### src/rtl/sdr_seq_pkg.sv
package sdr_seq_pkg;
   typedef enum logic [2:0] {
      CMD_NOP = 3'b000,
      CMD_ACT = 3'b001,
      CMD_RD  = 3'b010,
      CMD_WR  = 3'b011,
      CMD_PRE = 3'b100
   } sdr_cmd_e;

   typedef enum logic [2:0] {
      ST_IDLE,
      ST_OPEN,
      ST_GAP,
      ST_COL,
      ST_LAT,
      ST_CLOSE
   } sdr_state_e;
endpackage

### src/rtl/sdr_addr_split.sv
module sdr_addr_split #(
   parameter int ADDR_W = 22,
   parameter int COL_W  = 10,
   parameter int PIN_W  = 12
) (
   input  logic [ADDR_W-1:0] addr,
   output logic [PIN_W-1:0]  row_pins,
   output logic [PIN_W-1:0]  col_pins
);
   localparam int ROW_W = ADDR_W - COL_W;

   generate
      if (ROW_W > PIN_W || COL_W > PIN_W || ROW_W < 1 || COL_W < 1) begin : g_bad_split
         $error("sdr_addr_split: row or column part does not fit the pins");
      end
      if (ROW_W == PIN_W) begin : g_row_full
         assign row_pins = addr[ADDR_W-1:COL_W];
      end else begin : g_row_ext
         assign row_pins = {{(PIN_W-ROW_W){1'b0}}, addr[ADDR_W-1:COL_W]};
      end
      if (COL_W == PIN_W) begin : g_col_full
         assign col_pins = addr[COL_W-1:0];
      end else begin : g_col_ext
         assign col_pins = {{(PIN_W-COL_W){1'b0}}, addr[COL_W-1:0]};
      end
   endgenerate
endmodule

### src/rtl/sdr_seq_fsm.sv
module sdr_seq_fsm
   import sdr_seq_pkg::*;
#(
   parameter int GAP_NOPS = 2,
   parameter int CAS_LAT  = 2
) (
   input  logic     clk,
   input  logic     rst_n,
   input  logic     req_valid,
   input  logic     req_write,
   output logic     req_ready,
   output logic     take,
   output sdr_cmd_e cmd
);
   localparam int CNT_MAX = (GAP_NOPS > CAS_LAT) ? GAP_NOPS : CAS_LAT;
   localparam int CNT_W   = $clog2(CNT_MAX + 1);

   generate
      if (GAP_NOPS < 2) begin : g_bad_gap
         $error("sdr_seq_fsm: at least two idle cycles needed before the column command");
      end
      if (CAS_LAT < 1) begin : g_bad_lat
         $error("sdr_seq_fsm: read latency must be at least one");
      end
   endgenerate

   sdr_state_e       state, state_nx;
   logic [CNT_W-1:0] cnt, cnt_nx;
   logic             is_wr;

   assign req_ready = (state == ST_IDLE);
   assign take      = req_ready && req_valid;

   always_comb begin
      state_nx = state;
      cnt_nx   = cnt;
      case (state)
         ST_IDLE:  if (req_valid) state_nx = ST_OPEN;
         ST_OPEN:  begin state_nx = ST_GAP; cnt_nx = '0; end
         ST_GAP:   begin
            if (cnt == CNT_W'(GAP_NOPS - 1)) state_nx = ST_COL;
            else cnt_nx = cnt + 1'b1;
         end
         ST_COL:   begin
            cnt_nx   = '0;
            state_nx = is_wr ? ST_CLOSE : ST_LAT;
         end
         ST_LAT:   begin
            if (cnt == CNT_W'(CAS_LAT - 1)) state_nx = ST_CLOSE;
            else cnt_nx = cnt + 1'b1;
         end
         ST_CLOSE: state_nx = ST_IDLE;
         default:  state_nx = ST_IDLE;
      endcase
   end

   always_ff @(posedge clk or negedge rst_n) begin
      if (!rst_n) begin
         state <= ST_IDLE;
         cnt   <= '0;
         is_wr <= 1'b0;
      end else begin
         state <= state_nx;
         cnt   <= cnt_nx;
         if (take) is_wr <= req_write;
      end
   end

   always_comb begin
      case (state)
         ST_OPEN:  cmd = CMD_ACT;
         ST_COL:   cmd = is_wr ? CMD_WR : CMD_RD;
         ST_CLOSE: cmd = CMD_PRE;
         default:  cmd = CMD_NOP;
      endcase
   end

   // two idle cycles precede every column command
   a_r4_gap_before_col: assert property (@(posedge clk) disable iff (!rst_n)
      (cmd == CMD_RD || cmd == CMD_WR) |-> ($past(cmd, 1) == CMD_NOP && $past(cmd, 2) == CMD_NOP));

   // a write column command is followed at once by close-row
   a_r8_close_after_write: assert property (@(posedge clk) disable iff (!rst_n)
      (cmd == CMD_WR) |=> (cmd == CMD_PRE));
endmodule

### src/rtl/sdr_rd_capture.sv
module sdr_rd_capture #(
   parameter int DATA_W  = 4,
   parameter int CAS_LAT = 2
) (
   input  logic              clk,
   input  logic              rst_n,
   input  logic              rd_issued,
   input  logic [DATA_W-1:0] dq_in,
   output logic              rsp_valid,
   output logic [DATA_W-1:0] rsp_rdata
);
   logic [CAS_LAT-1:0] pipe;

   generate
      if (CAS_LAT == 1) begin : g_lat_one
         always_ff @(posedge clk or negedge rst_n) begin
            if (!rst_n) pipe <= '0;
            else        pipe <= rd_issued;
         end
      end else begin : g_lat_multi
         always_ff @(posedge clk or negedge rst_n) begin
            if (!rst_n) pipe <= '0;
            else        pipe <= {pipe[CAS_LAT-2:0], rd_issued};
         end
      end
   endgenerate

   always_ff @(posedge clk or negedge rst_n) begin
      if (!rst_n) begin
         rsp_valid <= 1'b0;
         rsp_rdata <= '0;
      end else begin
         rsp_valid <= pipe[CAS_LAT-1];
         if (pipe[CAS_LAT-1]) rsp_rdata <= dq_in;
      end
   end

   // the data strobe lasts a single cycle
   a_r7_single_pulse: assert property (@(posedge clk) disable iff (!rst_n)
      rsp_valid |=> !rsp_valid);
endmodule

### src/rtl/sdr_addr_seq.sv
module sdr_addr_seq
   import sdr_seq_pkg::*;
#(
   parameter int ADDR_W   = 22,
   parameter int COL_W    = 10,
   parameter int PIN_W    = 12,
   parameter int DATA_W   = 4,
   parameter int GAP_NOPS = 2,
   parameter int CAS_LAT  = 2
) (
   input  logic              clk,
   input  logic              rst_n,
   input  logic              req_valid,
   output logic              req_ready,
   input  logic              req_write,
   input  logic [ADDR_W-1:0] req_addr,
   input  logic [DATA_W-1:0] req_wdata,
   output logic [2:0]        mem_cmd,
   output logic [PIN_W-1:0]  mem_addr,
   output logic [DATA_W-1:0] mem_dq_out,
   output logic              mem_dq_oe,
   input  logic [DATA_W-1:0] mem_dq_in,
   output logic              rsp_valid,
   output logic [DATA_W-1:0] rsp_rdata
);
   logic [ADDR_W-1:0] addr_q;
   logic [DATA_W-1:0] wdata_q;
   logic              wr_q;
   logic              take;
   logic [PIN_W-1:0]  row_pins, col_pins;
   sdr_cmd_e          cmd;

   always_ff @(posedge clk or negedge rst_n) begin
      if (!rst_n) begin
         addr_q  <= '0;
         wdata_q <= '0;
         wr_q    <= 1'b0;
      end else if (take) begin
         addr_q  <= req_addr;
         wdata_q <= req_wdata;
         wr_q    <= req_write;
      end
   end

   sdr_addr_split #(.ADDR_W(ADDR_W), .COL_W(COL_W), .PIN_W(PIN_W)) u_split (
      .addr     (addr_q),
      .row_pins (row_pins),
      .col_pins (col_pins)
   );

   sdr_seq_fsm #(.GAP_NOPS(GAP_NOPS), .CAS_LAT(CAS_LAT)) u_fsm (
      .clk       (clk),
      .rst_n     (rst_n),
      .req_valid (req_valid),
      .req_write (req_write),
      .req_ready (req_ready),
      .take      (take),
      .cmd       (cmd)
   );

   sdr_rd_capture #(.DATA_W(DATA_W), .CAS_LAT(CAS_LAT)) u_cap (
      .clk       (clk),
      .rst_n     (rst_n),
      .rd_issued (cmd == CMD_RD),
      .dq_in     (mem_dq_in),
      .rsp_valid (rsp_valid),
      .rsp_rdata (rsp_rdata)
   );

   assign mem_cmd    = cmd;
   assign mem_dq_out = wdata_q;
   assign mem_dq_oe  = (cmd == CMD_WR);

   always_comb begin
      case (cmd)
         CMD_ACT:         mem_addr = row_pins;
         CMD_RD, CMD_WR:  mem_addr = col_pins;
         default:         mem_addr = '0;
      endcase
   end

   // open-row follows an accepted request
   a_r3_open_after_accept: assert property (@(posedge clk) disable iff (!rst_n)
      (cmd == CMD_ACT) |-> $past(req_valid && req_ready));

   // ready returns right after close-row
   a_r2_ready_after_close: assert property (@(posedge clk) disable iff (!rst_n)
      (cmd == CMD_PRE) |=> req_ready);

   // read data is returned in the close-row cycle
   a_r7_data_with_close: assert property (@(posedge clk) disable iff (!rst_n)
      rsp_valid |-> (cmd == CMD_PRE));

   // writes never strobe read data
   a_r9_no_strobe_on_write: assert property (@(posedge clk) disable iff (!rst_n)
      rsp_valid |-> !wr_q);
endmodule

### config.mk
export PLATFORM = sky130hd
export DESIGN_NAME = sdr_addr_seq
export DESIGN_NICKNAME = d
export VERILOG_FILES = /design/src/rtl/sdr_seq_pkg.sv /design/src/rtl/sdr_addr_split.sv /design/src/rtl/sdr_seq_fsm.sv /design/src/rtl/sdr_rd_capture.sv /design/src/rtl/sdr_addr_seq.sv
export SDC_FILE = /design/constraint.sdc
export NUM_CORES = 1
export LEC_CHECK = 0
export BUFFER_PORTS_ARGS = -buffer_cell sky130_fd_sc_hd__buf_2
export CORE_UTILIZATION = 45
export DETAILED_ROUTE_END_ITERATION = 12
export GPL_TIMING_DRIVEN = 0
export PLACE_DENSITY = 0.82
export SETUP_SLACK_MARGIN = 0.2
export SLEW_MARGIN = 20
export SYNTH_ARGS = -nofsm -noshare
export SYNTH_HDL_FRONTEND = slang
export SYNTH_SLANG_ARGS = --single-unit
### constraint.sdc
create_clock -name clk -period 2 [get_ports clk]
set_input_delay 0.3 -clock clk [delete_from_list [all_inputs] [get_ports clk]]
set_output_delay 0.3 -clock clk [all_outputs]
set_load 0.02 [all_outputs]
### Word-level counts from Yosys, hierarchy flattened

Index checks and enable logic that the tools add are counted.

| operators by class | value |
|---|---|
| $add $sub $neg | 1 |
| $lt $le $gt $ge | 0 |
| muxes and demuxes | 10 |
| divide/modulo/power cells | 0 |
| reduce and logical (&&, ||, !) cells | 8 |
| eq/ne operators | 13 |
| shift operators | 0 |
| bitwise gates (word level) | 0 |
| multiply operators | 0 |

Operators by type and width:

| cell | number |
|---|---|
| case mux 12 bit (2 select lines) | 1 |
| case mux 3 bit (5 select lines) | 1 |
| equality test 3 x 2 -> 1 bit, second input constant | 4 |
| 2-to-1 mux 3 bit | 3 |
| case mux 3 bit (3 select lines) | 1 |
| equality test 3 x 1 -> 1 bit, second input constant | 2 |
| equality test 3 bit, second input constant | 2 |
| OR reduction 2 bit | 3 |
| inequality test 2 x 1 -> 1 bit, second input constant | 2 |
| inequality test 2 bit, second input constant | 2 |
| case mux 2 bit (2 select lines) | 1 |
| logical NOT 3 bit | 1 |
| AND reduction 3 bit | 1 |
| adder 2 x 1 -> 2 bit, second input constant | 1 |
| equality test 2 x 1 -> 1 bit, second input constant | 1 |
| 2-to-1 mux 1 bit | 2 |
| 2-to-1 mux 2 bit | 1 |
| AND reduction 2 bit | 1 |
| nonzero test 2 bit | 1 |
| logical AND 1 bit | 1 |

| word-level totals | value |
|---|---|
| word-level logic and storage cells | 40 |
| register bits | 39 |
| bits in writable memories | 0 |
| bits of input ports | 34 |
| latch bits | 0 |
| memory bits (read-only) | 0 |
| memories kept | 0 |

### Longest topological paths before layout

| depth | value |
|---|---|
| depth in word-level cells | 5 |
| depth in mapped cells | 6 |
| depth with buffers taken out | 5 |

### Hierarchy

From an unflattened synthesis, not the netlist that was laid out.

| unflattened totals | value |
|---|---|
| cells, all modules | 153 |
| area total of the unflattened synthesis | 2044.5 µm² |

By module, submodules not included:

| module | cells each | times used | seq. area each (µm²) | area each (µm²) |
|---|---|---|---|---|
| sdr_addr_seq | 74 | 1 | 650.6 | 1246.2 |
| sdr_seq_fsm | 43 | 1 | 150.1 | 394.1 |
| sdr_rd_capture | 11 | 1 | 175.2 | 220.2 |
| sdr_addr_split | 25 | 1 | 0.0 | 183.9 |

### Worst setup path after synthesis

Ideal clock, no wire load.

| timing | value |
|---|---|
| kind | register -> output |
| start point | reg u_fsm.state[2] |
| end point | out mem_addr[10] |
| stages on the path, launching flop included | 4 |
| data arrival time | 1.311 ns |
| setup slack | 0.389 ns |
| buffers on the path | 1 |
| path through | dfrtp_1 > buf_4 > nand2b_1 > nor3b_1 |

| between the ends | value |
|---|---|
| cells in the longest elaborated chain, start to end | 5 |
| elaborated cells on any way between the ends | 9 |
| those cells by class | eq/ne: 6; mux: 2; reduce/logical: 1 |

RTL lines:

| what | line | text |
|---|---|---|
| from (decl) | sdr_seq_fsm.sv:27 | `sdr_state_e state, state_nx;` |
| from (signal assigned) | sdr_seq_fsm.sv:63 | `state <= state_nx;` |
| equality test 3 bit (tied with other cells) | sdr_seq_fsm.sv:70 | `case (state)` |
| case mux 3 bit (3 select lines) * | sdr_seq_fsm.sv:70 |  |
| equality test 3 x 2 -> 1 bit | sdr_addr_seq.sv:75 | `case (cmd)` |
| OR reduction 2 bit | sdr_addr_seq.sv:75 |  |
| case mux 12 bit (2 select lines) * | sdr_addr_seq.sv:75 |  |
| to (decl) | sdr_addr_seq.sv:19 | `output logic [PIN_W-1:0] mem_addr,` |

Mark *: on every way between the ends. The rest lies on a longest branch, timed or not.

### Worst setup path in the final report

| timing | value |
|---|---|
| start point | reg u_fsm.state[2] |
| end point | out mem_addr[6] |

The elaborated chain is that of the path after synthesis.

==> results.sh <==
export IMPL_outcome="completed"
export IMPL_core_area_sq_mm=0.00380
export IMPL_use_met2_pct=30.2
export IMPL_cp_end_kind="output pin"
export IMPL_drt_iter0_drc=41
export IMPL_cp_required_ns=1.70
export IMPL_die_height_microns=65.9
export IMPL_relSlewSlack_pct=43.5
export IMPL_tns_ns=0
export IMPL_layout_min_cycle_time_ns=1.74
export IMPL_final_nets=241
export IMPL_avgSynthCellArea_sq_um=13.2
export IMPL_grtUsageTotal_pct=18.8
export IMPL_grtUsageMet3_pct=8.97
export IMPL_clockPowerShare_pct=16.4
export IMPL_wl_mm=3.66
export IMPL_ys_warnings_count=0
export IMPL_rrSetupSlack_ns=0.32
export IMPL_grt_pass1_vias=1265
export IMPL_start_util_pct=48.3
export IMPL_via_per_inst=5.02
export IMPL_yosys_register_bits=39
export IMPL_die_area_sq_mm=0.00434
export IMPL_min_period_over_period_pct=86.9
export IMPL_grt_pass1_wl_mm=5.89
export IMPL_setup_ws_ns=0.262
export IMPL_irDropWorstVdd_mv=1.18
export IMPL_dpl_hpwl_mm=2.59
export IMPL_r2r_end="addr_q[7]$_DFFE_PN0P_"
export IMPL_critPathCapture="mem_addr[6]"
export IMPL_cts_buffers=5
export IMPL_final_cells=255
export IMPL_clk_path_buf_depth=2
export IMPL_timing_fmax_mhz=575
export IMPL_cts_sinks=39
export IMPL_combinationalPowerShare_pct=49.6
export IMPL_drv_cap=0
export IMPL_fp_dieW_microns=65.9
export IMPL_worst_pin_slew_ns=0.848
export IMPL_p_leak_nw=1.17
export IMPL_hold_violations=0
export IMPL_area_growth_pct=30.9
export IMPL_antenna_found_initial=0
export IMPL_startpoint="u_fsm.state[2]$_DFFE_PN0P_"
export IMPL_vias=1280
export IMPL_grt_util_met1_pct=22.1
export IMPL_insertedDiodeCount=0
export IMPL_clk_root_buffer_cell="clkbuf_8"
export IMPL_slew_viol_final=0
export IMPL_drt_wirelength_per_cell_microns=14.3
export IMPL_power_frac_seq_pct=34.0
export IMPL_hold_path_class="in -> async"
export IMPL_busiest_layer="met2"
export IMPL_syn_area_sq_mm=0.00184
export IMPL_cts_tree="yes"
export IMPL_h_tree_depth=2
export IMPL_clock_latency_ns=0.30
export IMPL_io_pins=60
export IMPL_setup_viol=0
export IMPL_yosysSeqAreaShare_pct=53.2
export IMPL_gp_congestion=0.845
export IMPL_p_per_area_mw_per_mm2=1720
export IMPL_critPathKind="reg -> out"
export IMPL_p_switching_w=0.00152
export IMPL_rsz0062_at_grt="yes"
export IMPL_port_buffers=59
export IMPL_worst_path_max_fanout=10
export IMPL_drive_above_1_share_pct=53.6
export IMPL_synthCells=139
export IMPL_pre_cts_ws_ns=0.372
export IMPL_syn_num_nets=174
export IMPL_drtPass1Iterations=4
export IMPL_drc_errors=0
export IMPL_synth_distinct_cells=33
export IMPL_cp_arrival_ns=1.44
export IMPL_worstRegToRegCells=5
export IMPL_skew_ns=0.00659
export IMPL_antenna_left=0
export IMPL_grt_max_degree=40
export IMPL_dp_cells=246
export IMPL_overflow=0
export IMPL_startpoint_type="flop"
export IMPL_fp_row_count=22
export IMPL_path_clk_slew_ns=0.08
export IMPL_regToRegStartpoint="u_fsm.state[2]$_DFFE_PN0P_"
export IMPL_internal_power_w=0.00260
export IMPL_swShare_pct=36.9
==> per-layer routing <==
| metal | vias up | wire, microns |
|---|---|---|
| li1 | 617 | - |
| met1 | 607 | 1640 |
| met2 | 50 | 1680 |
| met3 | 6 | 291 |
| met4 | 0 | 45 |
| met5 | - | 0 |
==> placed cells by master, fill, tap and decap left out, types with 2 or more instances in the layout <==
master,n
nand2_1,5
mux2i_2,2
mux2_2,12
mux2_4,10
nor4b_1,2
buf_2,51
buf_6,7
buf_4,9
dfrtp_2,2
dfrtp_1,37
nor3b_1,2
nand2b_1,2
o211ai_1,3
nor2_2,5
inv_1,4
mux2_1,8
nor2_1,10
clkbuf_8,6
mux2i_1,8
==> critical path, cell delays in order, from the launching register on <==
cell,delay (ns)
dfrtp_2,0.42
buf_6,0.14
nand2b_4,0.15
buf_6,0.16
nor2_1,0.10
buf_2,0.17
==> power by group through the flow <==
| stage | clock, W | sequential (W) | combinational (W) |
|---|---|---|---|
| 3_5_place_dp | 0 | 0.00141 | 0.00187 |
| 2_1_floorplan | 0 | 0.00146 | 0.00130 |
| 3_3_place_gp | 0 | 0.00138 | 0.00182 |
| 6_report | 0.000678 | 0.00140 | 0.00204 |
| 5_1_grt | 0.000720 | 0.00145 | 0.00222 |
| 4_1_cts | 0.000693 | 0.00139 | 0.00193 |
==> kinds of logic after synthesis <==
logic type / Yosys count / share of synthesized area, %
AOI/OAI and AO/OA: 11 / 4.29
DFF: 39 / 53.2
xor gates and xnor gates: 1 / 0.477
buffers and inverters: 13 / 5.45
and+or+nand+nor: 34 / 10.0
muxes: 40 / 25.9
adders and majority gates: 1 / 0.682
==> cell usage after synthesis <==
cell       number  area, sq um
and2_1          1         6.26
nand3_1         1         5.00
a2111o_1        1         11.3
buf_4           1         7.51
nor3_1          1         5.00
o21ai_0         1         5.00
mux2_4         10          150
nand2_1         5         18.8
a21oi_1         1         5.00
xnor2_1         1         8.76
buf_6           2         22.5
o22ai_1         1         6.26
a21o_1          1         7.51
nor2_1         16         60.1
mux2i_1        10          100
buf_2           4         20.0
nand2b_1        3         18.8
a211oi_1        1         7.51
nor3b_1         2         15.0
ha_1            1         12.5
mux2_1          8         90.1
dfrtp_1        39          976
nand3b_1        1         7.51
nor4b_4         1         23.8
buf_8           1         15.0
nor4b_1         2         17.5
nor2b_1         1         6.26
o211ai_1        3         22.5
mux2_2         12          135
buf_12          1         20.0
a2111oi_0       1         8.76
inv_1           4         15.0
o21ai_1         1         5.00
==> sequential cells by signal, summed over array words and instances, names as in the netlist <==
register,flops
mem_dq_out,4
u_cap.rsp_rdata,4
u_cap.pipe,2
addr_q,22
u_fsm.state,3
u_fsm.cnt,2
u_fsm.is_wr,1
u_cap.rsp_valid,1
==> per-stage QoR <==
stage | instance area [sq um] | hold WS (ns) | total power, W | utilization [%]
2_1_floorplan | 1840 | 0.00441 | 0.00276 | -
3_3_place_gp | 2190 | 0.333 | 0.00320 | 57.7
3_5_place_dp | 2190 | 0.340 | 0.00327 | 57.7
4_1_cts | 2340 | 0.133 | 0.00401 | 61.6
5_1_grt | 2400 | 0.182 | 0.00439 | 63.2
6_report | 2400 | 0.104 | 0.00412 | 63.2
==> how the worst min path moves through the flow <==
stage                              end  slack, ns  depth (start not counted)
2_1_floorplan    addr_q[0]$_DFFE_PN0P_      0.004                          0
3_3_place_gp   u_cap.pipe[1]$_DFF_PN0_       0.33                          0
3_5_place_dp   u_cap.pipe[1]$_DFF_PN0_       0.34                          0
4_1_cts        u_fsm.is_wr$_DFFE_PN0P_       0.13                          1
5_1_grt        u_cap.pipe[1]$_DFF_PN0_       0.18                          1
6_report       u_fsm.is_wr$_DFFE_PN0P_       0.10                          1
==> cell type report <==
class	count	area, sq um
tap	48	60.1
clock inverter	2	35.0
sequential	39	978
clock buffer	6	82.6
multi-input combinational	87	795
inverter	4	15.0
timing repair buffer	60	333
fill	306	1400
buffer	9	104
==> what timing repair did <==
action | in CTS | in global routing
setup buffers | 1 | 0
endpoints found under the setup margin | 12 | 15
resized for setup | 7 | 23
hold buffers | 0 | 0
Power figures use the tool's default switching activity.
